File: src/rtl/npt_pkg.sv
`timescale 1ns/1ps
package npt_pkg;
   typedef enum logic [2:0] {
      S_IDLE,
      S_START,
      S_LOAD,
      S_LO,
      S_HI
   } tx_state_e;

   localparam logic [3:0] START_CODE = 4'h8;
   localparam logic [3:0] REPLY_CODE = 4'h1;
   localparam logic [7:0] TYPE_HI    = 8'h08;
   localparam logic [7:0] TYPE_LO    = 8'h00;
endpackage

File: src/rtl/npt_wait_timer.sv
`timescale 1ns/1ps
module npt_wait_timer #(
   parameter int LIMIT = 4096
) (
   input  logic clk,
   input  logic rst_n,
   input  logic run,
   input  logic clr,
   output logic expired
);
   if (LIMIT < 0) begin : g_bad_limit
      $error("npt_wait_timer: LIMIT must not be negative");
   end

   generate
      if (LIMIT == 0) begin : g_off
         assign expired = 1'b0;
      end else begin : g_on
         localparam int CW = (LIMIT < 2) ? 1 : $clog2(LIMIT);
         logic [CW-1:0] cnt;

         assign expired = run && (cnt == CW'(LIMIT - 1));

         always_ff @(posedge clk or negedge rst_n) begin
            if (!rst_n)             cnt <= '0;
            else if (!run || clr)   cnt <= '0;
            else if (!expired)      cnt <= cnt + 1'b1;
         end

         // the wait counter never passes the limit
         a_r10_cnt_range: assert property (@(posedge clk) disable iff (!rst_n)
            cnt <= CW'(LIMIT - 1));
      end
   endgenerate
endmodule

File: src/rtl/npt_byte_src.sv
`timescale 1ns/1ps
module npt_byte_src
   import npt_pkg::*;
#(
   parameter int LEN_W      = 16,
   parameter int ADDR_BYTES = 12,
   parameter int IDX_W      = 18
) (
   input  logic                    clk,
   input  logic                    rst_n,
   input  logic                    frame_go,
   input  logic [LEN_W-1:0]        pay_len,
   input  logic [IDX_W-1:0]        idx,
   input  logic [7:0]              pay_data,
   input  logic [8*ADDR_BYTES-1:0] hdr_addr,
   input  logic                    acc_en,
   output logic [7:0]              cur_byte,
   output logic                    is_pay,
   output logic                    is_last
);
   localparam int HDR_B     = ADDR_BYTES + 2;
   localparam int PAY_FIRST = HDR_B + 2;

   logic [LEN_W-1:0] len_q;
   logic [7:0]       sum_q;
   logic [15:0]      frame_len;
   logic [IDX_W-1:0] pay_end;
   logic [7:0]       addr_b [ADDR_BYTES];

   for (genvar g = 0; g < ADDR_BYTES; g++) begin : g_addr
      assign addr_b[g] = hdr_addr[8*g +: 8];
   end

   assign frame_len = 16'(len_q) + 16'(HDR_B);
   assign pay_end   = IDX_W'(len_q) + IDX_W'(PAY_FIRST);
   assign is_pay    = (idx >= IDX_W'(PAY_FIRST)) && (idx < pay_end);
   assign is_last   = (idx == pay_end);

   always_comb begin
      cur_byte = sum_q;
      if (idx == '0)                          cur_byte = frame_len[7:0];
      else if (idx == IDX_W'(1))              cur_byte = frame_len[15:8];
      else if (idx == IDX_W'(ADDR_BYTES + 2)) cur_byte = TYPE_HI;
      else if (idx == IDX_W'(ADDR_BYTES + 3)) cur_byte = TYPE_LO;
      else if (is_pay)                        cur_byte = pay_data;
      else begin
         for (int k = 0; k < ADDR_BYTES; k++)
            if (idx == IDX_W'(k + 2)) cur_byte = addr_b[k];
      end
   end

   always_ff @(posedge clk or negedge rst_n) begin
      if (!rst_n) begin
         len_q <= '0;
         sum_q <= '0;
      end else if (frame_go) begin
         len_q <= pay_len;
         sum_q <= '0;
      end else if (acc_en) begin
         sum_q <= sum_q + cur_byte;
      end
   end

   // the two length slots are never folded into the checksum
   a_r6_len_not_summed: assert property (@(posedge clk) disable iff (!rst_n)
      (acc_en && !frame_go) |-> (idx > IDX_W'(1)));
endmodule

File: src/rtl/nib_pkt_tx.sv
`timescale 1ns/1ps
module nib_pkt_tx
   import npt_pkg::*;
#(
   parameter int LEN_W      = 16,
   parameter int ADDR_BYTES = 12,
   parameter int WAIT_LIMIT = 4096
) (
   input  logic                    clk,
   input  logic                    rst_n,
   input  logic                    pay_valid,
   output logic                    pay_ready,
   input  logic [7:0]              pay_data,
   input  logic [LEN_W-1:0]        pay_len,
   input  logic [8*ADDR_BYTES-1:0] hdr_addr,
   input  logic [4:0]              peer_stat,
   output logic [4:0]              line_out,
   output logic                    tmo_err
);
   localparam int IDX_W = LEN_W + 2;

   if (LEN_W < 1 || LEN_W > 16) begin : g_bad_len
      $error("nib_pkt_tx: LEN_W must lie in 1..16");
   end
   if (ADDR_BYTES < 1) begin : g_bad_addr
      $error("nib_pkt_tx: ADDR_BYTES must be at least 1");
   end

   tx_state_e        st;
   logic [IDX_W-1:0] idx;
   logic [4:0]       drv_q;
   logic [3:0]       hi_q;
   logic             err_q;

   logic             step, expired, load_ok, frame_go, acc_en;
   logic [7:0]       cur_byte;
   logic             is_pay, is_last;
   logic             peer_hs;
   logic [3:0]       peer_dat;

   assign peer_hs  = peer_stat[4];
   assign peer_dat = peer_stat[3:0];
   assign load_ok  = (st == S_LOAD) && (!is_pay || pay_valid);
   assign frame_go = (st == S_IDLE) && pay_valid;
   assign acc_en   = load_ok && (idx > IDX_W'(1)) && !is_last;
   assign pay_ready = (frame_go && (pay_len == '0)) ||
                      ((st == S_LOAD) && is_pay && pay_valid);

   always_comb begin
      unique case (st)
         S_IDLE:  step = pay_valid;
         S_START: step = (peer_dat == REPLY_CODE);
         S_LOAD:  step = load_ok;
         S_LO:    step = peer_hs;
         S_HI:    step = !peer_hs;
         default: step = 1'b0;
      endcase
   end

   npt_byte_src #(
      .LEN_W(LEN_W), .ADDR_BYTES(ADDR_BYTES), .IDX_W(IDX_W)
   ) u_src (
      .clk(clk), .rst_n(rst_n), .frame_go(frame_go), .pay_len(pay_len),
      .idx(idx), .pay_data(pay_data), .hdr_addr(hdr_addr), .acc_en(acc_en),
      .cur_byte(cur_byte), .is_pay(is_pay), .is_last(is_last)
   );

   npt_wait_timer #(.LIMIT(WAIT_LIMIT)) u_tmr (
      .clk(clk), .rst_n(rst_n), .run(st != S_IDLE), .clr(step),
      .expired(expired)
   );

   always_ff @(posedge clk or negedge rst_n) begin
      if (!rst_n) begin
         st    <= S_IDLE;
         idx   <= '0;
         drv_q <= '0;
         hi_q  <= '0;
         err_q <= 1'b0;
      end else begin
         err_q <= 1'b0;
         if (step) begin
            unique case (st)
               S_IDLE: begin
                  st    <= S_START;
                  idx   <= '0;
                  drv_q <= {1'b0, START_CODE};
               end
               S_START: st <= S_LOAD;
               S_LOAD: begin
                  st    <= S_LO;
                  hi_q  <= cur_byte[7:4];
                  drv_q <= {1'b1, cur_byte[3:0]};
               end
               S_LO: begin
                  st    <= S_HI;
                  drv_q <= {1'b0, hi_q};
               end
               S_HI: begin
                  if (is_last) begin
                     st    <= S_IDLE;
                     drv_q <= '0;
                  end else begin
                     st  <= S_LOAD;
                     idx <= idx + 1'b1;
                  end
               end
               default: st <= S_IDLE;
            endcase
         end else if (expired) begin
            st    <= S_IDLE;
            drv_q <= '0;
            err_q <= 1'b1;
         end
      end
   end

   assign line_out = drv_q;
   assign tmo_err  = err_q;

   // while awaiting the reply, the start code stays parked with strobe low
   a_r2_start_code: assert property (@(posedge clk) disable iff (!rst_n)
      (st == S_START) |-> (line_out == {1'b0, START_CODE}));
   // the strobe drops only after the peer raised its strobe
   a_r3_fall_after_peer: assert property (@(posedge clk) disable iff (!rst_n)
      ($fell(line_out[4]) && !tmo_err) |-> $past(peer_stat[4]));
   // the low nibble stays put while the peer has not answered
   a_r3_hold_low: assert property (@(posedge clk) disable iff (!rst_n)
      (st == S_LO && $past(st) == S_LO) |-> $stable(line_out));
   // every wire is at zero whenever the block is idle
   a_r9_idle_zero: assert property (@(posedge clk) disable iff (!rst_n)
      (st == S_IDLE) |-> (line_out == '0));
   // a timeout pulse comes from a wait and leaves the wires at zero
   a_r10_err_clears: assert property (@(posedge clk) disable iff (!rst_n)
      tmo_err |-> (line_out == '0 && $past(st) != S_IDLE));
endmodule

File: config.mk
export PLATFORM = sky130hd
export DESIGN_NAME = nib_pkt_tx
export DESIGN_NICKNAME = d
export VERILOG_FILES = /design/src/rtl/npt_pkg.sv /design/src/rtl/npt_wait_timer.sv /design/src/rtl/npt_byte_src.sv /design/src/rtl/nib_pkt_tx.sv
export SDC_FILE = /design/constraint.sdc
export NUM_CORES = 1
export LEC_CHECK = 0
export ABC_AREA = 1
export BUFFER_PORTS_ARGS = -buffer_cell sky130_fd_sc_hd__buf_2
export CORE_UTILIZATION = 50
export CTS_BUF_LIST = sky130_fd_sc_hd__clkbuf_4
export CTS_CLUSTER_SIZE = 25
export DETAILED_ROUTE_END_ITERATION = 7
export PLACE_DENSITY = 0.82
export SETUP_SLACK_MARGIN = 0.02
export SYNTH_ARGS = -nofsm -noshare
export SYNTH_HDL_FRONTEND = slang
export SYNTH_HIERARCHICAL = 1
export SYNTH_SLANG_ARGS = --single-unit
File: constraint.sdc
create_clock -name clk -period 5.7 [get_ports clk]
set_input_delay 0.285 -clock clk [delete_from_list [all_inputs] [get_ports clk]]
set_output_delay 0.285 -clock clk [all_outputs]
set_load 0.02 [all_outputs]
# Yosys cells after proc, flatten, opt, wreduce, memory -nomap -nowiden
# Cells that the tools add are included.
# totals
input_bits	128
wordCells	102
output_inout_bits	7
ff_bits	67
# classes
n_mux	34
magnitude_cmp	3
eq_ne	26
n_reduce_logical	26
add_sub_neg	5
# op_table
op	n
8-bit two-way mux	19
18-bit by 4-bit == test with 1-bit output, second input constant	8
18-bit by 3-bit == test with 1-bit output, second input constant	4
18-bit by 2-bit == test with 1-bit output, second input constant	2
18-bit case mux with 2 select lines	1
12-bit two-way mux	2
5-bit case mux with 4 select lines	1
18-bit by 1-bit adder with 18-bit output, second input constant	1
18-bit by 1-bit == test with 1-bit output, second input constant	1
18-bit == test	1
18-bit by 5-bit greater-or-equal comparator with 1-bit output, second input constant	1
18-bit by 1-bit greater-than comparator with 1-bit output, second input constant	1
18-bit zero test	1
18-bit < comparator	1
18-bit two-way mux	1
16-bit by 5-bit adder with 17-bit output, second input constant	1
16-bit by 4-bit adder with 16-bit output, second input constant	1
16-bit zero test	1
5-bit two-way mux	3
3-bit case mux with 5 select lines	1
12-bit by 1-bit adder with 12-bit output, second input constant	1
12-bit == test, second input constant	1
1-bit logical AND	9
8-bit adder	1
19 further kinds	30

# Logic depth before layout (Yosys ltp)
# depth
depth_word	21
mapped_depth	40
ltp_nobuf	40

# Modules after synthesis
# Netlist, hierarchy kept.
# modules_own_cells
module	area_each_um2	cells_each	seq_area_each_um2	instances
npt_byte_src	3837.4	641	600.6	1
nib_pkt_tx	1975.6	270	775.7	1
npt_wait_timer	768.2	100	300.3	1

# Least setup slack after synthesis
# Ideal clock, no wire load.
# synth_path
path_type	register -> register
startpoint	register u_src.len_q[4]
endpoint	register u_src.sum_q[7]
period_less_slack_ns	4.331
setup_ns	0.117
required_ns	5.583
t_arrival_ns	4.215
stages_incl_launch_ff	37
path_slack_ns	1.369
path_buffers	1
path_cell_list	dfrtp_1 > inv_1 > nor3_1 > inv_1 > o21ai_0 > nand2_1 > ha_1 > nand2_1 > nor2_1 > o21ai_0 > nand2_1 > a21oi_1 > o221ai_1 > nand2_1 > nand2_1 > clkbuf_1 > nor2_1 > nor2_1 > nand2_1 > a21boi_1 > ha_1 > nand2_1 > nor2_1 > a211oi_1 > nor2_1 > nor2_1 > nor2_1 > nor2_1 > nor2_1 > o21ai_0 > nand2_1 > xor2_1 > inv_1 > nand2_1 > nand2_1 > nand2_1 > nand2_1
# synth_between
elab_chain_len	11
word_cells_on_any_way	20
classes_between	add/sub (3); order compare (1); eq/ne (1); mux (7); reduce/logical (8)
# synth_rtl
item	line	text
start, declared	npt_byte_src.sv:24	logic [LEN_W-1:0] len_q;
start signal, assigned	npt_byte_src.sv:57	len_q <= pay_len;
16-bit by 5-bit adder with 17-bit output	npt_byte_src.sv:35	assign pay_end = IDX_W'(len_q) + IDX_W'(PAY_FIRST);
18-bit < comparator	npt_byte_src.sv:36	assign is_pay = (idx >= IDX_W'(PAY_FIRST)) && (idx < pay_end);
1-bit logical AND	npt_byte_src.sv:36	
8-bit two-way mux	npt_byte_src.sv:45	else if (is_pay) cur_byte = pay_data;
8-bit two-way mux	npt_byte_src.sv:44	else if (idx == IDX_W'(ADDR_BYTES + 3)) cur_byte = TYPE_LO;
8-bit two-way mux	npt_byte_src.sv:43	else if (idx == IDX_W'(ADDR_BYTES + 2)) cur_byte = TYPE_HI;
8-bit two-way mux (*)	npt_byte_src.sv:42	else if (idx == IDX_W'(1)) cur_byte = frame_len[15:8];
8-bit two-way mux (*)	npt_byte_src.sv:41	if (idx == '0) cur_byte = frame_len[7:0];
via cur_byte[2]	nib_pkt_tx.sv:36	logic [7:0] cur_byte;
8-bit adder (*)	npt_byte_src.sv:60	sum_q <= sum_q + cur_byte;
8-bit two-way mux (*)	npt_byte_src.sv:59	end else if (acc_en) begin
8-bit two-way mux (*)	npt_byte_src.sv:56	end else if (frame_go) begin
end signal, assigned	npt_byte_src.sv:60	
end, declared	npt_byte_src.sv:25	logic [7:0] sum_q;
# The timed path passes the listed nets; every way through them passes the cells marked *. The select of a mux whose other input is x is not followed.
# A chain may end at the register's enable or synchronous reset.

# Worst setup path in the final report
# Same ends and word-level chain as after synthesis.

==> results.py <==
metrics = {
    "critical_path": {
        "rr_endpoint": "u_src/sum_q[7]",
        "cpPeakStageDelay_ns": 0.49,
        "ff2ff_setup_slack_ns": 0.71,
        "worstRegToRegCells": 30,
        "worstPathArrival_ns": 5.34,
        "reg2reg_from": "u_src/len_q[4]",
        "worstPathMaxFanout": 17,
        "required_ns": 6.04,
        "crit_slowest_cell": "nor3_1",
        "path_common_cell": "nor2_1",
        "crit_path_end_kind": "register",
        "crit_type": "register to register",
        "start_kind": "register",
    },
    "logic_synthesis": {
        "yosys.cell_types.count": 61,
        "synth_cells": 1011,
        "syn_nets": 1170,
        "synth_edf_count": 0,
        "async_flop_share_pct": 100,
        "synth_top_area_share_pct": 25.5,
        "ys_seq_area_share_pct": 25.5,
        "ys.flop_type": "dfrtp_1",
        "synth_area_leaders": "dfrtp_1 (25%), nand2_1 (17%), nor2_1 (7.7%)",
        "ys_warn_count": 6,
        "yosys_register_bits": 67,
        "syn_area_sq_mm": 0.00658,
        "synth_top_cell_by_area": "dfrtp_1",
        "synth.avg_cell_area_sq_um": 6.51,
    },
    "cts": {
        "cts_buffers": 9,
        "holdBufCountCts": 0,
        "cts_tree": "built",
        "cts_sinks": 67,
        "insertion_delay_ns": 0.43,
        "clk_pin_slew_worst_paths_ns": 0.12,
        "cts_root_buf": "clkbuf_4",
        "post_cts_buffers": 0,
        "cts_buffer_depth": 2,
        "htree_levels": 3,
        "ctsResizeCount": 0,
    },
    "hold_path": {
        "hp-class": "input pin to async pin",
    },
    "floorplan": {
        "dieHeight_microns": 117,
        "rows": 41,
        "die_area_sq_mm": 0.0136,
        "initial_utilization_pct": 51.7,
        "fp.coreArea_sq_mm": 0.0127,
        "ioPinCount": 135,
        "dieWidth_microns": 117,
    },
    "placed_design": {
        "place_ws_ns": 0.829,
        "port_buffers": 134,
        "dp_cells": 1301,
        "dpl_cell_area_sq_mm": 0.00737,
        "place_congestion": 0.942,
        "hpwl_microns": 14500,
    },
    "timing": {
        "max_freq_mhz": 200,
        "maxSlewViolCount": 0,
        "final_hold_viol_count": 0,
        "rsz0062_at_grt": "no",
        "fin_ws_ns": 0.706,
        "finalClockSkew_ns": 0.0168,
        "post-route-min-period_ns": 4.99,
        "setup_viol": 0,
        "slew-limit-headroom_pct": 41.1,
        "period_share_pct": 87.6,
        "tightest_slew_ns": 0.883,
        "fin_tns_setup_ns": 0,
    },
    "routing": {
        "first_pass_iters": 7,
        "vias": 6964,
        "routed_wl_microns": 18300,
        "drtIter0Drc": 377,
        "wl_per_cell_microns": 13.9,
        "vias_per_cell": 5.28,
        "ant_nets": 0,
        "drc": 0,
    },
    "grt": {
        "grt_overflow_total": 0,
        "antenna_found_initial": 2,
        "grt_pass1_wl_microns": 29300,
        "met3_usage_pct": 4.15,
        "grt_pass1_vias": 6343,
        "busiest_layer": "met2",
        "use_met1_pct": 33.9,
        "grtUsageTotal_pct": 27.5,
        "grt_start_max_net_pins": 68,
        "grtUsageMet2_pct": 47.8,
    },
    "power": {
        "ir_drop_uv": 161,
        "powerDensity_mw_per_mm2": 353,
        "power.share.clock_pct": 13.7,
        "power_leakage_nw": 4.05,
        "seqPwrFrac_pct": 26.8,
        "p_int_mw": 1.34,
        "switching_power_mw": 1.32,
        "switching_share_pct": 49.7,
        "comb_power_share_pct": 59.5,
    },
    "finish": {
        "final_cell_mix": "nand2_1 (293), nor2_1 (135), buf_2 (134)",
        "mostFrequentLayoutCell": "nand2_1",
        "final_cells": 1319,
        "final_cell_area_sq_mm": 0.00753,
        "area_delta_synth_final_pct": 14.5,
        "drive_above_1_share_pct": 20.9,
        "fin_nets": 1299,
    },
    "run": {
        "drv_cap": 0,
    },
    "outcome": {
        "status": "completed",
    },
}
[metal layers]
layer  vias up  wire length [microns]
met3        51                   1060
met5         -                      0
met4         0                    634
met2       221                   8760
met1      3164                   7890
li1       3528                      -
[cell type report]
cell class / count / area, sq um
flip-flops and latches: 67 / 1680
diodes: 2 / 5.00
clock buffers: 11 / 82.6
well taps: 172 / 215
clock inverters: 5 / 77.6
inverters: 126 / 485
multi-input cells: 798 / 4290
fillers: 1253 / 5190
repair buffers: 138 / 701
[power by group through the flow]
stage	Sequential, mW	Clock (mW)	Combinational, mW
2_1_floorplan	0.707	0	1.16
3_3_place_gp	0.715	0	1.53
3_5_place_dp	0.719	0	1.56
4_1_cts	0.710	0.375	1.57
5_1_grt	0.728	0.390	1.80
6_report	0.712	0.364	1.58
[through the flow]
stage | util, % | hold slack [ns] | total power, mW
2_1_floorplan | - | -0.0106 | 1.87
3_3_place_gp | 57.9 | 0.453 | 2.25
3_5_place_dp | 57.9 | 0.458 | 2.28
4_1_cts | 59.2 | 0.0520 | 2.66
5_1_grt | 59.2 | 0.0730 | 2.92
6_report | 59.2 | 0.0238 | 2.66
[synth_stat cells, types with 14 or more instances]
cell,n
a21oi_1,42
dfrtp_1,67
ha_1,30
inv_1,106
inv_2,17
nand2_1,293
nand3_1,61
nand4_1,14
nor2_1,135
nor3_1,16
o21ai_0,37
o21ai_1,32
xor2_1,27
[flip-flops by register name, indices dropped and copies added (netlist names)]
register,count
hi_q,4
idx,18
line_out,5
st,3
tmo_err,1
u_src/len_q,16
u_src/sum_q,8
u_tmr/g_on.cnt,12
[worst max-delay path by stage]
stage              startpoint        endpoint  slack, ns  cells past startpoint
6_report       u_src/len_q[4]  u_src/sum_q[7]       0.71                     30
5_1_grt        u_src/len_q[4]  u_src/sum_q[7]       0.12                     31
4_1_cts        u_src/len_q[4]  u_src/sum_q[7]       0.78                     30
3_5_place_dp   u_src/len_q[4]  u_src/sum_q[7]       0.83                     31
3_3_place_gp   u_src/len_q[4]  u_src/sum_q[7]       0.96                     31
2_1_floorplan  u_src/len_q[4]  u_src/sum_q[7]       1.37                     36
[worst max-delay path, delay by kind of cell, from the launching register on]
kind / cells / cell delay (ns)
and+or+nand+nor: 19 / 2.37
DFF: 1 / 0.42
buffers and inverters: 2 / 0.16
xor gates and xnor gates: 2 / 0.38
adders and majority gates: 2 / 0.64
AOI/OAI and AO/OA: 5 / 0.94
[logic make-up after synthesis]
family | synth area share [%]
and+or+nand+nor | 41.5
AOI/OAI and AO/OA | 13.4
buffers and inverters | 9.33
DFF | 25.5
adders and majority gates | 6.01
xor gates and xnor gates | 3.99
muxes | 0.342
(Power assumes the default switching activity.)
